File: src/rtl/dp_pkg.sv
package dp_pkg;
  localparam int unsigned DP_W  = 16;
  localparam int unsigned DP_AW = 3;

  typedef struct packed {
    logic [DP_AW-1:0] dst_sel;
    logic [DP_AW-1:0] a_sel;
    logic [DP_AW-1:0] b_sel;
    logic             b_const;
    logic [3:0]       op;
    logic             wb_ext;
    logic             wr_en;
  } ctrl_t;

  typedef enum logic [1:0] {
    LOG_AND = 2'b00,
    LOG_OR  = 2'b01,
    LOG_XOR = 2'b10,
    LOG_NOT = 2'b11
  } log_op_e;

  typedef enum logic [1:0] {
    SH_PASS  = 2'b00,
    SH_RIGHT = 2'b01,
    SH_LEFT  = 2'b10,
    SH_PASS2 = 2'b11
  } sh_op_e;
endpackage

File: src/rtl/dp_rst_sync.sv
module dp_rst_sync (
  input  logic clk,
  input  logic rst_n_in,
  output logic rst_n_out
);
  logic [1:0] sync_q;

  always_ff @(posedge clk or negedge rst_n_in) begin
    if (!rst_n_in) sync_q <= '0;
    else           sync_q <= {sync_q[0], 1'b1};
  end

  assign rst_n_out = sync_q[1];
endmodule

File: src/rtl/dp_regfile.sv
module dp_regfile #(
  parameter int unsigned W     = 16,
  parameter int unsigned NREG  = 8,
  localparam int unsigned AW   = $clog2(NREG)
) (
  input  logic          clk,
  input  logic          rst_n,
  input  logic          we,
  input  logic [AW-1:0] wa,
  input  logic [W-1:0]  wd,
  input  logic [AW-1:0] ra_a,
  input  logic [AW-1:0] ra_b,
  output logic [W-1:0]  rd_a,
  output logic [W-1:0]  rd_b
);
  logic [W-1:0] reg_q [NREG];
  logic [NREG-1:0] reg_en;

  for (genvar g = 0; g < NREG; g++) begin : g_reg
    assign reg_en[g] = we && (wa == AW'(g));

    always_ff @(posedge clk or negedge rst_n) begin
      if (!rst_n)         reg_q[g] <= '0;
      else if (reg_en[g]) reg_q[g] <= wd;
    end
  end

  assign rd_a = reg_q[ra_a];
  assign rd_b = reg_q[ra_b];
endmodule

File: src/rtl/dp_func.sv
module dp_func
  import dp_pkg::*;
#(
  parameter int unsigned W = 16
) (
  input  logic [W-1:0] a,
  input  logic [W-1:0] b,
  input  logic [3:0]   op,
  output logic [W-1:0] f,
  output logic         v,
  output logic         c,
  output logic         n,
  output logic         z
);
  logic [W-1:0] addend;
  logic [W:0]   sum;
  logic [W-1:0] log_res;
  logic [W-1:0] sh_res;

  always_comb begin
    unique case (op[2:1])
      2'b00:   addend = '0;
      2'b01:   addend = b;
      2'b10:   addend = ~b;
      default: addend = '1;
    endcase
    sum = {1'b0, a} + {1'b0, addend} + {{W{1'b0}}, op[0]};
  end

  always_comb begin
    unique case (log_op_e'(op[1:0]))
      LOG_AND: log_res = a & b;
      LOG_OR:  log_res = a | b;
      LOG_XOR: log_res = a ^ b;
      default: log_res = ~a;
    endcase
  end

  always_comb begin
    unique case (sh_op_e'(op[1:0]))
      SH_RIGHT: sh_res = {1'b0, b[W-1:1]};
      SH_LEFT:  sh_res = {b[W-2:0], 1'b0};
      default:  sh_res = b;
    endcase
  end

  always_comb begin
    if (!op[3]) begin
      f = sum[W-1:0];
      c = sum[W];
      v = (a[W-1] == addend[W-1]) && (sum[W-1] != a[W-1]);
    end else begin
      f = op[2] ? sh_res : log_res;
      c = 1'b0;
      v = 1'b0;
    end
    n = f[W-1];
    z = (f == '0);
  end
endmodule

File: src/rtl/cw_datapath.sv
module cw_datapath
  import dp_pkg::*;
(
  input  logic        clk,
  input  logic        rst_n,
  input  logic [15:0] ctrl_word,
  input  logic [15:0] const_in,
  input  logic [15:0] data_in,
  output logic [15:0] addr_out,
  output logic [15:0] data_out,
  output logic        flag_v,
  output logic        flag_c,
  output logic        flag_n,
  output logic        flag_z
);
  localparam int unsigned NREG = 1 << DP_AW;

  ctrl_t          cw;
  logic           rst_n_s;
  logic [DP_W-1:0] bus_a, reg_b, bus_b, bus_f, bus_d;

  assign cw = ctrl_t'(ctrl_word);

  dp_rst_sync u_rst (
    .clk       (clk),
    .rst_n_in  (rst_n),
    .rst_n_out (rst_n_s)
  );

  dp_regfile #(.W(DP_W), .NREG(NREG)) u_rf (
    .clk   (clk),
    .rst_n (rst_n_s),
    .we    (cw.wr_en),
    .wa    (cw.dst_sel),
    .wd    (bus_d),
    .ra_a  (cw.a_sel),
    .ra_b  (cw.b_sel),
    .rd_a  (bus_a),
    .rd_b  (reg_b)
  );

  assign bus_b = cw.b_const ? const_in : reg_b;

  dp_func #(.W(DP_W)) u_fu (
    .a  (bus_a),
    .b  (bus_b),
    .op (cw.op),
    .f  (bus_f),
    .v  (flag_v),
    .c  (flag_c),
    .n  (flag_n),
    .z  (flag_z)
  );

  assign bus_d    = cw.wb_ext ? data_in : bus_f;
  assign addr_out = bus_a;
  assign data_out = bus_b;
endmodule

File: config.mk
export PLATFORM = sky130hd
export DESIGN_NAME = cw_datapath
export DESIGN_NICKNAME = d
export VERILOG_FILES = /design/src/rtl/dp_pkg.sv /design/src/rtl/dp_rst_sync.sv /design/src/rtl/dp_regfile.sv /design/src/rtl/dp_func.sv /design/src/rtl/cw_datapath.sv
export SDC_FILE = /design/constraint.sdc
export NUM_CORES = 1
export LEC_CHECK = 0
export BUFFER_PORTS_ARGS = -buffer_cell sky130_fd_sc_hd__buf_2
export CORE_MARGIN = 4
export CORE_UTILIZATION = 61
export DETAILED_ROUTE_END_ITERATION = 6
export PLACE_DENSITY = 0.81
export SLEW_MARGIN = 5
export SYNTH_ARGS = -nofsm -noshare
export SYNTH_HDL_FRONTEND = slang
export SYNTH_SLANG_ARGS = --single-unit
File: constraint.sdc
create_clock -name clk -period 10.6 [get_ports clk]
set_input_delay 2.12 -clock clk [delete_from_list [all_inputs] [get_ports clk]]
set_output_delay 2.12 -clock clk [all_outputs]
set_load 0.01 [all_outputs]
==> Word level (Yosys, flattened, before mapping) <==
Cells that the tools add are included.
{ "classes": {"n_addsub": 2, "order_cmp": 2, "n_eq_ne": 13, "muxes": 15, "bitwise_logic": 7, "n_reduce_logical": 13} }
{ "ops": {"columns": ["operator", "n"], "rows": [
  ["$mux W16", 8],
  ["$bmux W16 S3", 2],
  ["$pmux W16 S3", 2],
  ["$not A16 Y16", 2],
  ["$pmux W16 S2", 1],
  ["$add A16 B16 Y17", 1],
  ["$add A17 B1 Y17", 1],
  ["$and A16 B16 Y16", 1],
  ["$logic_not A16 Y1", 1],
  ["$or A16 B16 Y16", 1],
  ["$xor A16 B16 Y16", 1],
  ["$eq A3 B3 Y1 const B", 4],
  ["$logic_and A1 B1 Y1", 9],
  ["$ge A4 B4 Y1 const B", 2],
  ["$not A3 Y4", 2],
  ["$eq A3 B2 Y1 const B", 2],
  ["$eq A2 B1 Y1 const B", 2],
  ["$eq A2 B2 Y1 const B", 2],
  ["$logic_not A2 Y1", 2],
  ["$eq A3 B1 Y1 const B", 1],
  ["$logic_not A3 Y1", 1],
  ["$mux W1", 2],
  ["$eq A1 B1 Y1", 1],
  ["$ne A1 B1 Y1", 1]
]} }
{ "totals": {"ff_bits": 130, "in_bits": 50, "output_inout_bits": 36, "elab_cells": 61} }

==> Longest topological paths before layout <==
{ "depth": {"word_depth": 12, "depth_mapped": 17, "depth_no_buf": 15} }

==> Cells and area by module <==
A second synthesis with hierarchy kept.
{ "unflattened": {"hier_cells": 822, "hier_area_um2": 10212.3} }
{ "modules_own_cells": {"columns": ["module", "n_inst", "cells_per_inst", "area_per_inst_um2", "seq_area_each_um2"], "rows": [
  ["dp_regfile", 1, 393, 6998.0, 3203.1],
  ["dp_func", 1, 390, 2662.6, 0.0],
  ["cw_datapath", 1, 36, 498.0, 0.0],
  ["dp_rst_sync", 1, 3, 53.8, 50.0]
]} }

==> Worst setup path after synthesis <==
Ideal clock, no wire load.
{ "synth_timing": {"kind": "in2out", "start": "input ctrl_word[7]", "end": "output flag_z", "arrival_time_ns": 6.903, "required_time_ns": 8.480, "path_slack_ns": 1.577, "path_stages": 15, "n_path_buf": 2, "path_cell_list": "buf_6 -> buf_2 -> mux4_2 -> o221ai_1 -> o21ai_0 -> fa_1 -> fa_1 -> a211oi_1 -> nor2_1 -> a2111oi_0 -> nor2_1 -> xor2_1 -> a2111o_1 -> or4_1 -> nor4b_2"} }
{ "synth_between": {"elab_chain_cells": 11, "word_cells_on_any_way": 17, "classes_between": "add/sub (2); mux (9); bitwise (5); reduce/logical (1)"} }
{ "synth_rtl": {"columns": ["element", "line", "text"], "rows": [
  ["start, declared", "cw_datapath.sv:6", "input logic [15:0] ctrl_word,"],
  ["$not A3 Y4 (not written as such) *", "dp_regfile.sv:29", "assign rd_b = reg_q[ra_b];"],
  ["$bmux W16 S3 *", "dp_regfile.sv:29", null],
  ["$mux W16 (not written as such) * (2 in series)", "dp_regfile.sv:29", null],
  ["$mux W16 *", "cw_datapath.sv:42", "assign bus_b = cw.b_const ? const_in : reg_b;"],
  ["$not A16 Y16", "dp_func.sv:24", "2'b10: addend = ~b;"],
  ["$pmux W16 S3", "dp_func.sv:21", "unique case (op[2:1])"],
  ["$add A16 B16 Y17", "dp_func.sv:27", "sum = {1'b0, a} + {1'b0, addend} + {{W{1'b0}}, op[0]};"],
  ["$add A17 B1 Y17", "dp_func.sv:27", null],
  ["$mux W16 *", "dp_func.sv:48", "if (!op[3]) begin"],
  ["$logic_not A16 Y1 *", "dp_func.sv:58", "z = (f == '0);"],
  ["end, declared", "cw_datapath.sv:14", "output logic flag_z"]
]} }
Mark *: on every way between the ends. The rest lies on a longest branch, timed or not. The select of a mux whose other input is x is not followed.

==> Worst setup path after layout <==
{ "layout_timing": {"start": "input ctrl_word[8]", "end": "output flag_z"} }
Same word-level chain as after synthesis.

==> impl_metrics.csv <==
group,metric,value,unit
run_status,status,"completed",
finish,nNetsFinal,1120,
setup_path,end_kind,"output pin",
sta,fin_crit_sh,0.931,
hold_path,hp-start,"u_rst.sync_q[0]",
finish,multi_input_area,5670,um2
setup_path,r2r_start,"u_rf.reg_q[64]",
sta,setup_viol,0,
sta,relSlewSlack,0.188,
clock_tree,clk_pin_slew,0.05,ns
die,die_x,132,um
die,die-area,17400,um2
setup_path,crit_arrival,7.75,ns
setup_path,cp.buffers_inverters,4,
yosys,synth_cells,963,
clock_tree,cts_resized,0,
yosys,synth_edf_count,0,
setup_path,critPathMaxFanout,17,
finish,ff_latch_area,3260,um2
die,die_y,132,um
yosys,avgSynthCellArea,9.75,um2
grt,grtUsageMet1,0.445,
grt,gr-usage-all-layers,0.334,
sta,skew,0.00982,ns
hold_path,holdPathStages,0,
setup_path,start_kind,"input pin",
clock_tree,clock_sinks,130,
finish,stdcell_count,1218,
finish,n_antenna_cell,0,
clock_tree,max-clock-path-buffers,2,
sta,period_needed,9.87,ns
setup_path,cp_cell_sequence,"buf_2 -> buf_4 -> mux4_2 -> mux2i_1 -> a21oi_1 -> inv_1 -> o21ai_0 -> fa_1 -> a211oi_1 -> nor2_1 -> a2111oi_0 -> o31a_1 -> o211ai_1 -> a2111o_1 -> or4_1 -> nor4b_2 -> buf_2",
die,initial_core_util,0.620,
die,rows,45,
setup_path,crit_type,"in -> out",
setup_path,r2r_setup_slack,5.19,ns
sta,fin_ws,0.732,ns
sta,maxSlewViolCount,0,
drt,viasPerCell,7.04,
drt,drtAntennaViolNets,0,
sta,hold_viol,0,
clock_tree,cts_buffers,17,
hold_path,hold_path_end,"u_rst.sync_q[1]",
setup_path,crit_family,"compound AO/OA/AOI/OAI gates",
setup_path,rr_endpoint,"u_rf.reg_q[92]",
sta,fmax,0.101,GHz
finish,drive_gt1_frac,0.209,
sta,rsz0062_at_grt,"no",
setup_path,slowest_stage,"a2111oi_0",
grt,grt_pass1_vias,8389,
clock_tree,cts_tree,"yes",
grt,grt_pass1_wl,46200,um
drt,wl_per_cell,23.8,um
power_and_ir_drop,ir_drop,0.0932,mV
clock_tree,clock-root-buffer,"clkbuf_16",
yosys,ys_seq_area_frac,0.347,
grt,gr-max-usage-layer,"met2",
drt,drt-initial-drc-count,1242,
yosys,synth_cell_types,70,
sta,worstMarginPinSlew,1.21,ns
die,coreArea,15100,um2
grt,grt_max_degree,71,
place,routabilityCongestion,1.06,
power_and_ir_drop,power.density,214,nW/um2
setup_path,critPathRequiredTime,8.48,ns
clock_tree,htree_num_levels,4,
place,hpwl,19400,um
job,drv_cap,0,
grt,grt_antenna_before_repair,0,
clock_tree,cts_hold_buf,0,
clock_tree,insertion_delay,0.42,ns
finish,layout_commonest_cell,"o21ai_0",
die,pin_count,86,
setup_path,crit_path_frequent_cell,"buf_2",
drt,wirelength,29000,um
yosys,async_reset_ff_frac,1.00,
grt,use_met2,0.530,
sta,finalSetupTns,0,ns
grt,grt_use_met3,0.0634,
drt,firstDrtPassIters,6,
drt,drc,0,
yosys,yosys_warnings,0,
drt,num_vias,8571,
yosys,synth_area,9390,um2
power_and_ir_drop,power.leakage,0.00485,uW
finish,mostFrequentLayoutCells,"o21ai_0 (161), nand2_1 (159), dfrtp_1 (129), buf_2 (85), ha_1 (51)",
place,post-place-ws,0.772,ns
yosys,ys_seq_elements,130,
setup_path,slowest_delay,0.92,ns
yosys,syn_nets,1066,
setup_path,worstRegToRegCells,13,
place,dp_cells,1186,
finish,area_growth,12.1,%
clock_tree,cts_setup_buffers,0,
grt,overflow,0,
place,io_buffers,85,
finish,nFillCells,1098,
hold_path,hold_class,"reg -> reg",
yosys,synth-main-ff-cell,"dfrtp_1",
==> worst register-to-register path, cell delays in order, from the launching register on <==
cell       delay (ns)
dfrtp_1          0.42
mux4_2           0.49
o221ai_1         0.43
o21ai_0          0.19
fa_1             0.46
fa_1             0.48
a211oi_1         0.37
nor2_1           0.13
a2111oi_0        0.92
nor2_1           0.14
xor2_1           0.20
a211o_1          0.32
o21ai_0          0.41
o21ai_0          0.25
==> Yosys cell counts, types with 5 or more instances <==
master / count / area, um2
nand2b_1: 11 / 68.8
clkbuf_1: 50 / 188
buf_1: 5 / 18.8
nor2b_1: 8 / 50.1
o221ai_1: 7 / 61.3
mux4_1: 13 / 342
a21oi_1: 27 / 135
a22oi_1: 15 / 113
nor2_1: 24 / 90.1
nor3_1: 8 / 40.0
and2_1: 6 / 37.5
dfrtp_1: 130 / 3250
o21ai_1: 5 / 25.0
a221oi_1: 7 / 61.3
buf_2: 9 / 45.0
mux2i_1: 27 / 270
mux4_2: 49 / 1100
nand2_1: 159 / 597
mux2_2: 20 / 225
o21ai_0: 161 / 806
nand3_1: 10 / 50.1
a211oi_1: 12 / 90.1
o211ai_1: 13 / 97.6
ha_1: 51 / 638
inv_1: 47 / 176
==> routing by layer <==
metal	vias up	part of all wire
met5	-	0
met3	140	0.11
li1	3678	-
met1	4113	0.37
met4	0	0.053
met2	640	0.47
==> area by class of cell <==
class,instances,area share
repair buffers,101,0.0518
inverters,49,0.0175
well taps,188,0.0223
multi-input cells,718,0.538
clock inverters,10,0.0146
flip-flops and latches,130,0.309
clock buffers,22,0.0460
==> registers in the layout (all words and copies together) (netlist names) <==
name	cells
u_rst.sync_q	2
u_rf.reg_q	128
==> report_power, final <==
part	switching, uW	internal, uW	leakage, uW	total, uW
registers	112	630	0.00164	741
logic	509	374	0.00289	883
clock network	212	417	0.000320	629
==> how the worst max path moves through the flow <==
| stage | from | endpoint | slack, ns | depth (start not counted) |
|---|---|---|---|---|
| global route | ctrl_word[8] | flag_z | 0.39 | 17 |
| CTS | ctrl_word[6] | flag_z | 0.74 | 16 |
| floorplan | ctrl_word[7] | flag_z | 1.58 | 15 |
| finish | ctrl_word[8] | flag_z | 0.73 | 17 |
| global placement | ctrl_word[6] | flag_z | 0.83 | 16 |
| detailed placement | ctrl_word[6] | flag_z | 0.77 | 16 |
==> kinds of logic (layout without fill, tap and decap cells) <==
group / count (synthesis) / after routing / share of synthesized area
AO/OA/AOI/OAI: 302 / 302 / 0.203
XOR/XNOR: 8 / 8 / 0.00746
adder cells (fa/ha/maj): 53 / 53 / 0.0722
buffers and inverters: 115 / 182 / 0.0497
flip-flops: 130 / 130 / 0.347
multiplexers: 109 / 109 / 0.207
other: 1 / 1 / 0.000399
AND/OR/NAND/NOR: 245 / 245 / 0.114
==> stage by stage <==
step / power (uW) / instance area (um2) / util / hold slack [ns]
finish: 2250 / 10500 / 0.695 / 0.350
global route: 2370 / 10500 / 0.695 / 0.362
CTS: 2230 / 10500 / 0.695 / 0.351
detailed placement: 1590 / 9890 / 0.653 / 0.339
global placement: 1560 / 9890 / 0.653 / 0.334
floorplan: 1330 / 9390 / - / 0.331
No activity file was read; power rests on OpenSTA's default activity.
